$ cat config.mk
export PLATFORM = sky130hd
export DESIGN_NAME = tmr16_bank
export DESIGN_NICKNAME = d
export VERILOG_FILES = /design/src/rtl/tmr16_pkg.sv /design/src/rtl/tmr16_decode.sv /design/src/rtl/tmr16_temp.sv /design/src/rtl/tmr16_counter.sv /design/src/rtl/tmr16_hold.sv /design/src/rtl/tmr16_bank.sv
export SDC_FILE = /design/constraint.sdc
export NUM_CORES = 1
export LEC_CHECK = 0
export ABC_AREA = 1
export BUFFER_PORTS_ARGS = -buffer_cell sky130_fd_sc_hd__buf_2
export CORE_ASPECT_RATIO = 1.2
export CORE_MARGIN = 8
export CORE_UTILIZATION = 39
export CTS_BUF_LIST = sky130_fd_sc_hd__clkbuf_2 sky130_fd_sc_hd__clkbuf_4 sky130_fd_sc_hd__clkbuf_8
export DETAILED_ROUTE_END_ITERATION = 16
export PLACE_DENSITY = 0.68
export SLEW_MARGIN = 30
export SYNTH_ARGS = -nofsm -noshare
export SYNTH_HDL_FRONTEND = slang
export SYNTH_SLANG_ARGS = --single-unit
$ cat constraint.sdc
create_clock -name clk_i -period 1.55 [get_ports clk_i]
set_input_delay 0.31 -clock clk_i [delete_from_list [all_inputs] [get_ports clk_i]]
set_output_delay 0.31 -clock clk_i [all_outputs]
set_load 0.05 [all_outputs]
$ cat src/rtl/tmr16_pkg.sv
package tmr16_pkg;
  localparam int unsigned BYTE_W = 8;

  // register window; lower byte of each pair sits one below its upper byte
  localparam int unsigned A_CNT_LO = 0;
  localparam int unsigned A_CNT_HI = 1;
  localparam int unsigned A_CMP_LO = 2;
  localparam int unsigned A_CMP_HI = 3;
  localparam int unsigned A_CAP_LO = 4;
  localparam int unsigned A_CAP_HI = 5;
  localparam int unsigned A_STS    = 6;

  typedef struct packed {
    logic cnt_lo_wr;
    logic cnt_hi_wr;
    logic cmp_lo_wr;
    logic cmp_hi_wr;
    logic sts_wr;
    logic cnt_lo_rd;
    logic cap_lo_rd;
  } acc_s;
endpackage

$ cat src/rtl/tmr16_decode.sv
module tmr16_decode #(
  parameter int unsigned ADDR_W = 3
) (
  input  logic [ADDR_W-1:0] addr_i,
  input  logic              wr_i,
  input  logic              rd_i,
  output tmr16_pkg::acc_s   acc_o
);
  import tmr16_pkg::*;

  function automatic logic hit(input logic [ADDR_W-1:0] a, input int unsigned k);
    return a == ADDR_W'(k);
  endfunction

  always_comb begin
    acc_o           = '0;
    acc_o.cnt_lo_wr = wr_i && hit(addr_i, A_CNT_LO);
    acc_o.cnt_hi_wr = wr_i && hit(addr_i, A_CNT_HI);
    acc_o.cmp_lo_wr = wr_i && hit(addr_i, A_CMP_LO);
    acc_o.cmp_hi_wr = wr_i && hit(addr_i, A_CMP_HI);
    acc_o.sts_wr    = wr_i && hit(addr_i, A_STS);
    acc_o.cnt_lo_rd = rd_i && hit(addr_i, A_CNT_LO);
    acc_o.cap_lo_rd = rd_i && hit(addr_i, A_CAP_LO);
  end
endmodule

$ cat src/rtl/tmr16_temp.sv
module tmr16_temp #(
  parameter int unsigned DATA_W = 8
) (
  input  logic              clk_i,
  input  logic              rst_ni,
  input  tmr16_pkg::acc_s   acc_i,
  input  logic [DATA_W-1:0] wdata_i,
  input  logic [DATA_W-1:0] cnt_hi_i,
  input  logic [DATA_W-1:0] cap_hi_i,
  output logic [DATA_W-1:0] tmp_o
);
  // bus writes win over read-side latching in the same cycle
  always_ff @(posedge clk_i or negedge rst_ni) begin
    if (!rst_ni)                             tmp_o <= '0;
    else if (acc_i.cnt_hi_wr || acc_i.cmp_hi_wr) tmp_o <= wdata_i;
    else if (acc_i.cnt_lo_rd)                tmp_o <= cnt_hi_i;
    else if (acc_i.cap_lo_rd)                tmp_o <= cap_hi_i;
  end
endmodule

$ cat src/rtl/tmr16_counter.sv
module tmr16_counter #(
  parameter int unsigned CNT_W = 16
) (
  input  logic             clk_i,
  input  logic             rst_ni,
  input  logic             load_i,
  input  logic [CNT_W-1:0] load_val_i,
  input  logic             tick_i,
  input  logic             down_i,
  output logic [CNT_W-1:0] cnt_o
);
  localparam logic [CNT_W-1:0] ONE = CNT_W'(1);

  always_ff @(posedge clk_i or negedge rst_ni) begin
    if (!rst_ni)     cnt_o <= '0;
    else if (load_i) cnt_o <= load_val_i;
    else if (tick_i) cnt_o <= down_i ? cnt_o - ONE : cnt_o + ONE;
  end
endmodule

$ cat src/rtl/tmr16_hold.sv
module tmr16_hold #(
  parameter int unsigned W = 16
) (
  input  logic         clk_i,
  input  logic         rst_ni,
  input  logic         load_i,
  input  logic [W-1:0] d_i,
  output logic [W-1:0] q_o
);
  always_ff @(posedge clk_i or negedge rst_ni) begin
    if (!rst_ni)     q_o <= '0;
    else if (load_i) q_o <= d_i;
  end
endmodule

$ cat src/rtl/tmr16_bank.sv
module tmr16_bank #(
  parameter int unsigned DATA_W = 8,
  parameter int unsigned ADDR_W = 3
) (
  input  logic              clk_i,
  input  logic              rst_ni,
  input  logic [ADDR_W-1:0] addr_i,
  input  logic [DATA_W-1:0] wdata_i,
  input  logic              wr_i,
  input  logic              rd_i,
  output logic [DATA_W-1:0] rdata_o,
  input  logic              tick_i,
  input  logic              down_i,
  input  logic              cap_i,
  output logic              match_o,
  output logic              flag_o
);
  import tmr16_pkg::*;

  localparam int unsigned CNT_W = 2 * DATA_W;

  acc_s              acc;
  logic [DATA_W-1:0] tmp_q;
  logic [CNT_W-1:0]  cnt_q, cmp_q, cap_q;
  logic              flag_q;

  tmr16_decode #(.ADDR_W(ADDR_W)) u_dec (
    .addr_i(addr_i), .wr_i(wr_i), .rd_i(rd_i), .acc_o(acc)
  );

  tmr16_temp #(.DATA_W(DATA_W)) u_tmp (
    .clk_i(clk_i), .rst_ni(rst_ni), .acc_i(acc), .wdata_i(wdata_i),
    .cnt_hi_i(cnt_q[CNT_W-1:DATA_W]), .cap_hi_i(cap_q[CNT_W-1:DATA_W]),
    .tmp_o(tmp_q)
  );

  tmr16_counter #(.CNT_W(CNT_W)) u_cnt (
    .clk_i(clk_i), .rst_ni(rst_ni), .load_i(acc.cnt_lo_wr),
    .load_val_i({tmp_q, wdata_i}), .tick_i(tick_i), .down_i(down_i),
    .cnt_o(cnt_q)
  );

  tmr16_hold #(.W(CNT_W)) u_cmp (
    .clk_i(clk_i), .rst_ni(rst_ni), .load_i(acc.cmp_lo_wr),
    .d_i({tmp_q, wdata_i}), .q_o(cmp_q)
  );

  tmr16_hold #(.W(CNT_W)) u_cap (
    .clk_i(clk_i), .rst_ni(rst_ni), .load_i(cap_i), .d_i(cnt_q), .q_o(cap_q)
  );

  assign match_o = (cnt_q == cmp_q);

  // set has priority over software clear
  always_ff @(posedge clk_i or negedge rst_ni) begin
    if (!rst_ni)                        flag_q <= 1'b0;
    else if (match_o)                   flag_q <= 1'b1;
    else if (acc.sts_wr && wdata_i[0])  flag_q <= 1'b0;
  end
  assign flag_o = flag_q;

  always_comb begin
    rdata_o = '0;
    if (addr_i == ADDR_W'(A_CNT_LO))      rdata_o = cnt_q[DATA_W-1:0];
    else if (addr_i == ADDR_W'(A_CNT_HI)) rdata_o = tmp_q;
    else if (addr_i == ADDR_W'(A_CMP_LO)) rdata_o = cmp_q[DATA_W-1:0];
    else if (addr_i == ADDR_W'(A_CMP_HI)) rdata_o = cmp_q[CNT_W-1:DATA_W];
    else if (addr_i == ADDR_W'(A_CAP_LO)) rdata_o = cap_q[DATA_W-1:0];
    else if (addr_i == ADDR_W'(A_CAP_HI)) rdata_o = tmp_q;
    else if (addr_i == ADDR_W'(A_STS))    rdata_o = DATA_W'(flag_q);
  end
endmodule

==> metrics.log, run 1 <==
INFO  metric grt-ovfl-total = 0
INFO  metric async_flop_share = 100%
INFO  metric post_synth_instance_area = slightly below 0.004 mm2
INFO  metric post_drt_via_cell_ratio = 5.26
INFO  metric slew_violations = 0
INFO  metric clock_path_buffers = 2
INFO  metric place_congestion = between 0.9 and 1
INFO  metric finalClockSkew = 8.40 ps
INFO  metric via_count = 4232
INFO  metric critical_path.endpoint_type = output port
INFO  metric grt_first_pass_wirelength = between 20000 and 25000 um
INFO  metric grt_pass1_vias = roughly 4.2k
INFO  metric coreArea = slightly below 0.01 mm2
INFO  metric synth-warning-count = 0
INFO  metric grt_start_max_net_pins = 29
INFO  metric multi_input_gate_area = 0.00255 mm2
INFO  metric post_synth.cell_area_avg = 7.12 um2
INFO  metric cts_made_buffers = 9
INFO  metric setup_violations = 22
INFO  metric post-dp-hpwl = 9800 um
INFO  metric synth.most_common_cell = sky130_fd_sc_hd__nand2_1
INFO  metric number_of_rows_created_at_floorplan = 40
INFO  metric syn-num-nets = 579
INFO  metric n_antenna_cell = 0
INFO  metric synth_cell_type_count = 35
INFO  metric synth_top_area_share = 36.7%
INFO  metric fin_crit = 2010 ps
INFO  metric start_kind = flop
INFO  metric maxClockFrequency = 497 MHz
INFO  metric cts_num_sinks = 57
INFO  metric clock_tree.htree_level_count = 3
INFO  metric area.sequential = 0.00143 mm2
INFO  metric violations = setup timing
INFO  metric synth-edff-count = 0
INFO  metric wl = around 13000 um
INFO  metric io_buffers = 27
INFO  metric number_of_antenna_violations_at_the_first_check_in_global_routing = 0
INFO  metric holdCritPathClass = primary input to flop
INFO  metric postSynthCellCount = 546
INFO  metric worst_ir_drop_vdd = approximately 0.67 mV
INFO  metric clk_pin_slew_worst_paths = 70 ps
INFO  metric worst_slew_pin_slew = between 300 and 400 ps
INFO  metric total_leakage_power = 0.00293 uW
INFO  metric power.density = 1710 mW/mm2
INFO  metric area_growth = 48.6%
INFO  metric initial_utilization = 39.4%
INFO  metric drt_initial_violations = 285
INFO  metric cts_root_buf = sky130_fd_sc_hd__clkbuf_8
INFO  metric synth_ff_type = sky130_fd_sc_hd__dfrtp_1
INFO  metric num-nets-final = 707
INFO  metric drv.max_cap_violation_count = 0
INFO  metric timing_worst_setup_path_type = flop to output port
INFO  metric grt_setup_unrepaired = yes
INFO  metric cell_types_with_the_largest_area_share_after_synthesis = sky130_fd_sc_hd__dfrtp_1, sky130_fd_sc_hd__nand2_1, sky130_fd_sc_hd__inv_1, sky130_fd_sc_hd__ha_1, sky130_fd_sc_hd__nand3_1
INFO  metric netlist_top_cells_count = sky130_fd_sc_hd__nand2_1, sky130_fd_sc_hd__inv_1, sky130_fd_sc_hd__dfrtp_1
INFO  metric total_die_area = around 0.013 mm2
INFO  metric floorplan.die.width = about 110 um
INFO  metric status = complete, but fails checks
INFO  metric crit_required = 1240 ps
INFO  metric drcViolationCount = 0
INFO  metric synth.yosys.seq_area_share = 36.7%
INFO  metric firstDrtPassIters = 4
INFO  metric die_y = 125 um
INFO  metric postSynthRegisterBits = 57
INFO  metric design_area = about 0.0058 mm2
INFO  metric post-synth-top-area-cell = sky130_fd_sc_hd__dfrtp_1
INFO  metric fillers = approximately 800
INFO  metric final-hold-violation-count = 0
INFO  metric fin_util = 58.6%
INFO  metric final_worst_path_period_share = 130%
INFO  metric cts_tree = built
INFO  metric io_pins = 28
INFO  metric grtUsageTotal = about a fifth
INFO  metric post-route-worst-setup-slack = -461 ps
INFO  metric post_route_cells_drive_above_1_share = 41.2%
INFO  metric detail-route-antenna-nets = 0
INFO  metric critPathMaxFanout = 4
INFO  metric critical_path_arrival = 1700 ps
INFO  metric routed_wire_length_per_instance = 16.3 um
INFO  metric worst_relative_slew_slack = between 70% and 80%
INFO  metric clock_latency = 340 ps
INFO  metric placedInstanceArea = 0.00487 mm2
## worst max-delay path: stages (launching register included)
cell                         delay (ps)
sky130_fd_sc_hd__dfrtp_1            460
sky130_fd_sc_hd__xnor2_1            170
sky130_fd_sc_hd__nand4_1            200
sky130_fd_sc_hd__nor3_2             190
sky130_fd_sc_hd__nand2_2            110
sky130_fd_sc_hd__clkinvlp_4          90
sky130_fd_sc_hd__buf_8              140
## what timing repair did
action,4_1_cts,5_1_grt
hold buffers,1,0
endpoints found under the hold margin,10,0
setup endpoints to repair,22,23
pin swaps,34,38
resized for setup,94,68
setup buffers,12,6
## logic make-up after synthesis
kind of cell / synth area share, %
AND/OR/NAND/NOR: 29.4
buffers and inverters: 10.5
AO/OA/AOI/OAI: 13.4
flip-flops: 36.7
XOR/XNOR: 3.83
adder cells (fa/ha/maj): 5.02
multiplexers: 1.16
## path summary, 6_finish.rpt
| kind | endpoint | slack [ps] | from | cells after the start |
|---|---|---|---|---|
| min in group asynchronous | u_cap.q_o[7]$_DFFE_PN0P_ | 390 | rst_ni | 2 |
| hold / removal | u_cmp.q_o[5]$_DFFE_PN0P_ | 230 | wdata_i[5] | 3 |
| setup / recovery | match_o | -460 | u_cnt.cnt_o[5]$_DFFE_PN0P_ | 6 |
| hold reg to reg | u_cap.q_o[8]$_DFFE_PN0P_ | 520 | u_cap.q_o[8]$_DFFE_PN0P_ | 2 |
| max in group asynchronous | u_tmp.tmp_o[2]$_DFFE_PN0P_ | 660 | rst_ni | 3 |
| setup reg to reg | u_cnt.cnt_o[8]$_DFFE_PN0P_ | -260 | u_cnt.cnt_o[4]$_DFFE_PN0P_ | 10 |
## per-layer routing
metal  global-route usage, %  share of wire (%)
met4                    11.2                4.0
met5                       0                  0
met3                    2.77                5.1
met1                    21.8                 39
met2                    33.2                 52
## sequential cells by signal (all words and copies together), names as in the netlist
name / count
u_cap.q_o: 16
u_cmp.q_o: 16
u_cnt.cnt_o: 16
u_tmp.tmp_o: 8
flag_o: 1
## stage by stage
| stage | hold slack, ps | std cells | setup TNS [ps] | total power, uW | worst slack, ps |
|---|---|---|---|---|---|
| floorplan | 14.4 | 546 | -346 | 5120 | -168 |
| global placement | 216 | 775 | -4860 | 6960 | -319 |
| detailed placement | 218 | 775 | -5650 | 7060 | -332 |
| CTS | 222 | 802 | -3570 | 9140 | -530 |
| global route | 230 | 805 | -5590 | 10600 | -513 |
| finish | 231 | 805 | -4210 | 9890 | -461 |
## placed cells by master, fill, tap and decap left out, drive strengths merged
| cell type | synthesis | routed |
|---|---|---|
| a21oi | 21 | 21 |
| and2 | 1 | 1 |
| buf | 6 | 125 |
| bufinv | 0 | 1 |
| clkbuf | 3 | 9 |
| clkinv | 0 | 3 |
| clkinvlp | 0 | 5 |
| dfrtp | 57 | 57 |
| dlygate4sd3 | 0 | 1 |
| fa | 1 | 1 |
| ha | 14 | 14 |
| inv | 92 | 90 |
| mux2 | 4 | 4 |
| nand2 | 191 | 191 |
| nand3 | 27 | 27 |
| nand3b | 1 | 1 |
| nand4 | 5 | 5 |
| nor2 | 27 | 27 |
| nor3 | 7 | 7 |
| o2111ai | 2 | 2 |
| o211ai | 5 | 5 |
| o21ai | 44 | 44 |
| o21bai | 1 | 1 |
| o221ai | 3 | 3 |
| o22ai | 15 | 15 |
| or2 | 2 | 2 |
| xnor2 | 14 | 14 |
| xor2 | 3 | 3 |
## area by class of cell
class	count	share of cell area, %
Clock buffer	9	2.15
Sequential cell	57	24.8
Timing Repair Buffer	126	18.5
Tap cell	126	2.73
Inverter	92	6.33
Clock inverter	7	1.24
Multi-Input combinational cell	388	44.2
## power by group
group	total (uW)	internal (uW)	leakage (uW)	switching (uW)
registers	2520	2020	0.000684	494
logic	5990	2810	0.00216	3180
clock network	1380	737	0.0000912	646
total	9890	5570	0.00293	4320
(Power assumes the default switching activity.)
==> run 2, diff against run 1 <==
PLACE_DENSITY = 0.66   (was 0.68)
clock period = 2.6 ns   (was 1.55 ns; I/O delays follow)
==> metrics.log, run 2 (synthesized netlist as in run 1, its figures left out) <==
INFO  metric multi_input_gate_area = 0.00205 mm2 (-20%)
INFO  metric worst_ir_drop_vdd = 0.244 mV (-64%)
INFO  metric wl = 11500 um (-12%)
INFO  metric final.setup.tns = 0 ps (+4210 ps)
INFO  metric number_of_antenna_violations_at_the_first_check_in_global_routing = 0 (unchanged)
INFO  metric fillers = 997 (+21%)
INFO  metric critical_path_arrival = 1890 ps (+190 ps)
INFO  metric cts_tree = built
INFO  metric grt_first_pass_wirelength = 18800 um (-8.1%)
INFO  metric firstDrtPassIters = 5 (+1)
INFO  metric post_drt_via_cell_ratio = 5.17 (-1.6%)
INFO  metric critical_path.endpoint_type = output port
INFO  metric place_congestion = 0.959 (-3.0%)
INFO  metric fin_util = 44.1% (-14 points)
INFO  metric routed_wire_length_per_instance = 16.2 um (-0.51%)
INFO  metric fin_crit = approximately 2400 ps
INFO  metric clk_pin_slew_worst_paths = 60 ps (about the same)
INFO  metric total_leakage_power = 0.00232 uW (-21%)
INFO  metric dpl.cell_count = 697 (-10%)
INFO  metric setup_violations = 0 (-100%)
INFO  metric timing.critical_path.slowest_stage_cell = sky130_fd_sc_hd__dfrtp_1
INFO  metric post_cts_buffers = 0 (-12)
INFO  metric holdCritPathClass = primary input to asynchronous set/reset pin
INFO  metric status = finished clean
INFO  metric area_growth = 11.8%
INFO  metric maxClockFrequency = just over 400 MHz
INFO  metric clock_path_buffers = 2 (unchanged)
INFO  metric die_y = 125 um (unchanged)
INFO  metric cts_made_buffers = 9 (unchanged)
INFO  metric grt_setup_unrepaired = no
INFO  metric slew_violations = 0 (unchanged)
INFO  metric grt-ovfl-total = 0 (unchanged)
INFO  metric critPathMaxFanout = 5 (+1)
INFO  metric clock_latency = 350 ps (about the same)
INFO  metric crit-reg2reg-launch = u_cnt.cnt_o[3]$_DFFE_PN0P_
INFO  metric number_of_rows_created_at_floorplan = 40 (unchanged)
INFO  metric finalClockSkew = 9.56 ps (+1.16 ps)
INFO  metric n_antenna_cell = 0 (unchanged)
INFO  metric layout_top_registers = u_cap.q_o x16, u_cmp.q_o x16, u_cnt.cnt_o x16
INFO  metric grt_start_max_net_pins = 39 (+34%)
INFO  metric stdcell_count = 711 (-12%)
INFO  metric clock_tree.htree_level_count = 3 (unchanged)
INFO  metric power.density = 1010 mW/mm2 (-41%)
INFO  metric io_pins = 28 (unchanged)
INFO  metric final-hold-violation-count = 0 (unchanged)
INFO  metric drt_initial_violations = 250 (-12%)
INFO  metric post-dp-hpwl = 8860 um (-9.6%)
INFO  metric final_worst_path_period_share = 92.7%
INFO  metric crit_end = match_o
INFO  metric worst_relative_slew_slack = 41.3% (-34 points)
INFO  metric r2r_setup_slack = 770 ps (+1030 ps)
INFO  metric layout_common_cells = sky130_fd_sc_hd__nand2_1, sky130_fd_sc_hd__inv_1, sky130_fd_sc_hd__dfrtp_1, sky130_fd_sc_hd__nand3_1, sky130_fd_sc_hd__buf_2
INFO  metric worst_slew_pin_slew = 880 ps (+517 ps)
INFO  metric drcViolationCount = 0 (unchanged)
INFO  metric io_buffers = 27 (unchanged)
INFO  metric initial_utilization = 39.4% (unchanged)
INFO  metric grt_pass1_vias = 3610 (-14%)
INFO  metric coreArea = 0.00986 mm2 (unchanged)
INFO  metric via_count = 3677 (-13%)
INFO  metric cts_num_sinks = 57 (unchanged)
INFO  metric postCtsResizedCells = 0 (-100%)
INFO  metric crit_required = 2080 ps (+840 ps)
INFO  metric timing_worst_setup_path_type = flop to output port
INFO  metric worst_r2r_endpoint = u_cnt.cnt_o[10]$_DFFE_PN0P_
INFO  metric crit_chain = xor2_1 -> nor2_1 -> nand2_1 -> nor3_1 -> nand2_1 -> inv_1 -> buf_2
INFO  metric most_common_cell_after_layout_fill_and_taps_aside = sky130_fd_sc_hd__nand2_1
INFO  metric cpMostUsedCell = sky130_fd_sc_hd__nand2_1
INFO  metric start_kind = flop
INFO  metric grtUsageTotal = 17.6% (-1.6 points)
INFO  metric setup.worst_path.start = u_cnt.cnt_o[13]$_DFFE_PN0P_
INFO  metric post_route_cells_drive_above_1_share = 13.8% (-27 points)
INFO  metric floorplan.die.width = 107 um (unchanged)
INFO  metric total_die_area = 0.0134 mm2 (unchanged)
INFO  metric detail-route-antenna-nets = 0 (unchanged)
INFO  metric critical-path-max-stage-delay = 480 ps (+20 ps)
INFO  metric cts_hold_buffers = 0 (-1)
INFO  metric cts_root_buf = sky130_fd_sc_hd__clkbuf_8
INFO  metric num-nets-final = 615 (-13%)
INFO  metric ff2ff_path_depth = 8 (-2)
INFO  metric area.sequential = 0.00143 mm2 (-0.52%)
INFO  metric drv.max_cap_violation_count = 0 (unchanged)
-- run 2: changes by cell type in the layout (fill, tap and decap cells not counted), sizes merged --
cell         previous run  this run
buf                   125        34
clkbuf                  9        14
clkinvlp                5         0
clkinv                  3         0
inv                    90        92
bufinv                  1         0
dlygate4sd3             1         0
-- run 2: power by group --
part,switching (uW),internal [uW]
combinational,1320,791
sequential,336,1200
clock,328,420
total,1980,2410
-- run 2: how the worst min path moves through the flow --
stage,from,end,slack [ps],depth (start not counted)
after floorplan,rst_ni,flag_o$_DFFE_PN0P_,220,0
after global placement,u_cap.q_o[7]$_DFFE_PN0P_,u_cap.q_o[7]$_DFFE_PN0P_,500,1
after detailed placement,u_cap.q_o[7]$_DFFE_PN0P_,u_cap.q_o[7]$_DFFE_PN0P_,500,1
after CTS,rst_ni,flag_o$_DFFE_PN0P_,320,1
after global routing,rst_ni,u_cmp.q_o[0]$_DFFE_PN0P_,350,1
final,rst_ni,flag_o$_DFFE_PN0P_,300,1
-- run 2: final cells by class --
| type | count | area share [%] |
|---|---|---|
| Clock buffer | 14 | 4.00 |
| Inverter | 92 | 8.01 |
| Tap cell | 126 | 3.63 |
| Sequential cell | 57 | 32.8 |
| Multi-Input combinational cell | 388 | 47.2 |
| Timing Repair Buffer | 34 | 4.32 |
-- run 2: routing by layer --
metal	routed length [um]	global-route usage [%]	vias up
li1	-	-	1808
met1	5020	21.9	1730
met2	5530	28.3	119
met3	722	4.06	20
met4	272	7.63	0
met5	0	0	-
-- run 2: through the flow --
step	instance area (um2)	total power, uW	setup WS (ps)	hold WS (ps)
2_1_floorplan	3880	3010	314	224
3_3_place_gp	4170	3570	295	498
3_5_place_dp	4170	3630	231	497
4_1_cts	4340	4390	204	319
5_1_grt	4340	4750	125	353
6_report	4340	4390	191	298
-- run 2: critical path: cells and delay by family, from the launching register on --
kind          cells  cell delay, ps
xor+xnor          1             200
simple gates      4             530
buf+inv           2             340
flops             1             480
